File: config.mk
export PLATFORM = sky130hd
export DESIGN_NAME = syncclk_div
export DESIGN_NICKNAME = d
export VERILOG_FILES = /design/src/rtl/syncdiv_pkg.sv /design/src/rtl/syncdiv_sync.sv /design/src/rtl/syncdiv_step.sv /design/src/rtl/syncdiv_count.sv /design/src/rtl/syncclk_div.sv
export SDC_FILE = /design/constraint.sdc
export NUM_CORES = 1
export LEC_CHECK = 0
export BUFFER_PORTS_ARGS = -buffer_cell sky130_fd_sc_hd__buf_4
export CAP_MARGIN = 20
export CORE_AREA = 2 2 39 41
export CTS_CLUSTER_SIZE = 30
export DETAILED_ROUTE_END_ITERATION = 16
export DIE_AREA = 0 0 41 43
export PLACE_DENSITY = 0.31
export SKIP_CTS_REPAIR_TIMING = 1
export SLEW_MARGIN = 20
export SYNTH_ARGS = -nofsm -noshare
export SYNTH_HDL_FRONTEND = slang
export SYNTH_SLANG_ARGS = --single-unit
export TNS_END_PERCENT = 30
File: constraint.sdc
create_clock -name clk_i -period 3.15 [get_ports clk_i]
set_input_delay 0 -clock clk_i [delete_from_list [all_inputs] [get_ports clk_i]]
set_output_delay 0 -clock clk_i [all_outputs]
set_load 0.005 [all_outputs]
File: src/rtl/syncdiv_pkg.sv
package syncdiv_pkg;
   // action applied to the divider counter in a given cycle
   typedef enum logic [1:0] {
      ACT_RUN   = 2'd0,
      ACT_SKIP  = 2'd1,
      ACT_ALIGN = 2'd2
   } div_act_e;
endpackage

File: src/rtl/syncdiv_sync.sv
// Multi-stage synchroniser with rising-edge detect on the synchronised level.
module syncdiv_sync #(
   parameter int unsigned STAGES = 2
) (
   input  logic clk_i,
   input  logic rst_ni,
   input  logic async_i,
   output logic rise_o
);
   logic [STAGES:0] sh_q;

   always_ff @(posedge clk_i or negedge rst_ni) begin
      if (!rst_ni) sh_q[0] <= 1'b0;
      else         sh_q[0] <= async_i;
   end

   for (genvar i = 1; i <= STAGES; i++) begin : g_stage
      always_ff @(posedge clk_i or negedge rst_ni) begin
         if (!rst_ni) sh_q[i] <= 1'b0;
         else         sh_q[i] <= sh_q[i-1];
      end
   end

   assign rise_o = sh_q[STAGES-1] & ~sh_q[STAGES];
endmodule

File: src/rtl/syncdiv_step.sv
// Turns a software-written level into a single-cycle, self-clearing step bit.
module syncdiv_step (
   input  logic clk_i,
   input  logic rst_ni,
   input  logic req_i,
   output logic flag_o
);
   logic prev_q;
   logic flag_q;

   always_ff @(posedge clk_i or negedge rst_ni) begin
      if (!rst_ni) begin
         prev_q <= 1'b0;
         flag_q <= 1'b0;
      end else begin
         prev_q <= req_i;
         flag_q <= req_i & ~prev_q;
      end
   end

   assign flag_o = flag_q;
endmodule

File: src/rtl/syncdiv_count.sv
// Divider counter: count, skip one count, or load the alignment value.
module syncdiv_count
   import syncdiv_pkg::*;
#(
   parameter int unsigned DIV_W = 2
) (
   input  logic             clk_i,
   input  logic             rst_ni,
   input  div_act_e         act_i,
   output logic [DIV_W-1:0] cnt_o
);
   localparam logic [DIV_W-1:0] INC1 = DIV_W'(1);
   localparam logic [DIV_W-1:0] INC2 = DIV_W'(2);
   // one count before the half-way point: the MSB rises on the next edge
   localparam logic [DIV_W-1:0] LOAD = DIV_W'((1 << (DIV_W-1)) - 1);

   logic [DIV_W-1:0] cnt_q;

   always_ff @(posedge clk_i or negedge rst_ni) begin
      if (!rst_ni) begin
         cnt_q <= '0;
      end else begin
         case (act_i)
            ACT_ALIGN: cnt_q <= LOAD;
            ACT_SKIP:  cnt_q <= cnt_q + INC2;
            default:   cnt_q <= cnt_q + INC1;
         endcase
      end
   end

   assign cnt_o = cnt_q;
endmodule

File: src/rtl/syncclk_div.sv
module syncclk_div
   import syncdiv_pkg::*;
#(
   parameter int unsigned DIV_W       = 2,
   parameter int unsigned SYNC_STAGES = 2
) (
   input  logic clk_i,
   input  logic rst_ni,
   input  logic sync_in_i,
   input  logic auto_en_i,
   input  logic man_step_i,
   output logic sclk_o,
   output logic step_flag_o
);
   if (DIV_W < 2) begin : g_bad_div
      $error("syncclk_div: DIV_W must be at least 2");
   end
   if (SYNC_STAGES < 2) begin : g_bad_sync
      $error("syncclk_div: SYNC_STAGES must be at least 2");
   end

   logic             sync_rise;
   logic             step_flag;
   logic [DIV_W-1:0] div_cnt;
   div_act_e         div_act;

   syncdiv_sync #(.STAGES(SYNC_STAGES)) u_sync (
      .clk_i   (clk_i),
      .rst_ni  (rst_ni),
      .async_i (sync_in_i),
      .rise_o  (sync_rise)
   );

   syncdiv_step u_step (
      .clk_i  (clk_i),
      .rst_ni (rst_ni),
      .req_i  (man_step_i),
      .flag_o (step_flag)
   );

   // alignment has priority; a colliding step is dropped
   always_comb begin
      if (auto_en_i && sync_rise) div_act = ACT_ALIGN;
      else if (step_flag)         div_act = ACT_SKIP;
      else                        div_act = ACT_RUN;
   end

   syncdiv_count #(.DIV_W(DIV_W)) u_count (
      .clk_i  (clk_i),
      .rst_ni (rst_ni),
      .act_i  (div_act),
      .cnt_o  (div_cnt)
   );

   assign sclk_o      = div_cnt[DIV_W-1];
   assign step_flag_o = step_flag;
endmodule

==> flow_summary.json <==
{
  "clk_latency_ns": 0.24,
  "power_density_nw_per_um2": 688.3,
  "hp-class": "primary input to register",
  "syn_avg_cell_area_um2": 15.64,
  "finalCritPeriodShare_pct": 32.94,
  "antenna_found_initial": 0,
  "yosysSeqAreaShare_pct": 80.00,
  "port-buffer-count": 6,
  "max_freq_mhz": 963.9,
  "worstMarginPinSlew_ns": 0.1641,
  "setup_viol": 0,
  "instances_no_fill": 43,
  "nFillCells": 150,
  "avgViaCountPerCell": 3.372,
  "die-area_um2": 1763,
  "post-route-min-period_ns": 1.038,
  "num_rows": 14,
  "syn2layout_area_growth_pct": 55.43,
  "cp_max_fo": 3,
  "num_io_pins": 7,
  "crit_path_end_kind": "register",
  "drcViolationCount": 0,
  "synth.distinct_cells": 8,
  "vias": 145,
  "crit_type": "register to register",
  "grt_use_total_pct": 5.471,
  "cts_sinks": 7,
  "cts_buffer_depth": 2,
  "initial_core_util_pct": 15.82,
  "status": "completed",
  "diodes": 0,
  "required_ns": 3.28,
  "initialDrtViolationCount": 0,
  "hold_viol": 0,
  "root_buffer": "clkbuf_4",
  "drtAntennaViolNets": 0,
  "firstDrtPassIters": 1,
  "ys_warn_count": 0,
  "cts_max_level": 1,
  "cts_tree": "yes",
  "grt_max_degree": 8,
  "ys_ff_latch": 7,
  "rsz0062_at_grt": "false",
  "wirelength_um": 356,
  "clkSlewWorstSetupHoldPaths_ns": 0.05,
  "synth_area_um2": 219.0,
  "leakage_nw": 0.1580,
  "gp_congestion": 0.6265,
  "placedCellCount": 36,
  "arrival_ns": 1.17,
  "cap_violations": 0,
  "core_area_um2": 1384,
  "start_kind": "register",
  "vdd_drop_max_mv": 0.2733,
  "cts_buffers": 3,
  "tns_ns": 0,
  "drive_gt1_share_pct": 33.33,
  "slew_headroom_pct": 88.94,
  "fin_skew_ns": 0.003497,
  "wire_per_inst_um": 8.279,
  "grt_pass1_vias": 148,
  "syn-num-nets": 19,
  "synthesis.instances": 14,
  "die_height_um": 43,
  "die_w_um": 41,
  "fin_nets": 33,
  "grt_pass1_wl_um": 572,
  "overflow": 0,
  "slew_viol_final": 0
}
-- flip-flops by register name (all words and copies together) (netlist names) --
signal         cells
u_sync.sh_q        3
u_count.cnt_o      2
u_step.flag_o      1
u_step.prev_q      1
-- synthesized netlist by cell type --
master / n / area [µm²]
nand2_1: 1 / 3.750
nand3b_1: 1 / 7.510
nor2b_1: 1 / 6.260
and3_1: 1 / 6.260
xor2_1: 1 / 8.760
or3_1: 1 / 6.260
dfrtp_1: 7 / 175.2
o21ai_0: 1 / 5.000
-- metal layers --
metal	track usage (%)	part of all wire, %
met5	0	0
met4	2.000	0
met3	6.283	7.6
met1	5.298	47
met2	7.187	45
-- logic make-up (layout without fill, tap and decap cells) --
group,Yosys count,count (layout),share of synthesized area [%]
and+or+nand+nor,5,5,13.72
buffers and inverters,0,13,0
AOI/OAI and AO/OA,1,1,2.284
xor gates and xnor gates,1,1,4.001
DFF,7,7,80.00
-- final cells by class --
class | instances | area (µm²) | area share [%]
timing repair buffer | 9 | 75.07 | 22.06
tap | 16 | 20.02 | 5.882
sequential | 7 | 175.2 | 51.47
clock buffer | 4 | 26.28 | 7.721
multi-input combinational | 7 | 43.79 | 12.87
-- cell usage in the layout (no fill, tap or decap) --
cell type	count
buf_4	6
xor2_1	1
o21ai_0	1
and3_1	1
nand2_1	1
dfrtp_1	7
dlygate4sd3_1	3
nand3b_1	1
or3_1	1
clkbuf_1	1
clkbuf_4	3
nor2b_1	1
-- per-stage QoR --
step	setup WS [ns]	total power [W]	cell area (µm²)	hold WS (ns)	utilization (%)
2_1_floorplan	2.152	0.0001344	219.0	-0.2956	-
3_3_place_gp	2.146	0.0001533	284.0	-0.1834	20.52
3_5_place_dp	2.134	0.0001557	284.0	-0.1816	20.52
4_1_cts	2.106	0.0002387	310.3	-0.4501	22.42
5_1_grt	2.092	0.0002524	340.3	0.07044	24.59
6_report	2.113	0.0002342	340.3	0.03426	24.59
-- worst max-delay path, cell delays in order (launching register included) --
cell,delay [ns]
dfrtp_1,0.39
or3_1,0.37
and3_1,0.17
-- path summary, 6_finish.rpt --
kind,startpoint,end,slack [ns],depth (start not counted)
min in group asynchronous,rst_ni,u_sync.sh_q[2]$_DFF_PN0_,0.10,2
max,u_count.cnt_o[0]$_DFFE_PN0P_,u_count.cnt_o[1]$_DFF_PN0_,2.11,2
min reg2reg,u_sync.sh_q[0]$_DFF_PN0_,u_sync.sh_q[1]$_DFF_PN0_,0.35,0
max reg2reg,u_count.cnt_o[0]$_DFFE_PN0P_,u_count.cnt_o[1]$_DFF_PN0_,2.11,2
min,auto_en_i,u_count.cnt_o[0]$_DFFE_PN0P_,0.03,3
max in group asynchronous,rst_ni,u_step.prev_q$_DFF_PN0_,2.92,2
-- report_power, final --
| part | switching (W) | internal (W) |
|---|---|---|
| clock | 0.0000288 | 0.0000481 |
| sequential | 0.0000109 | 0.000106 |
| combinational | 0.0000141 | 0.0000260 |
Note: power is estimated with default switching activity, not from simulation.
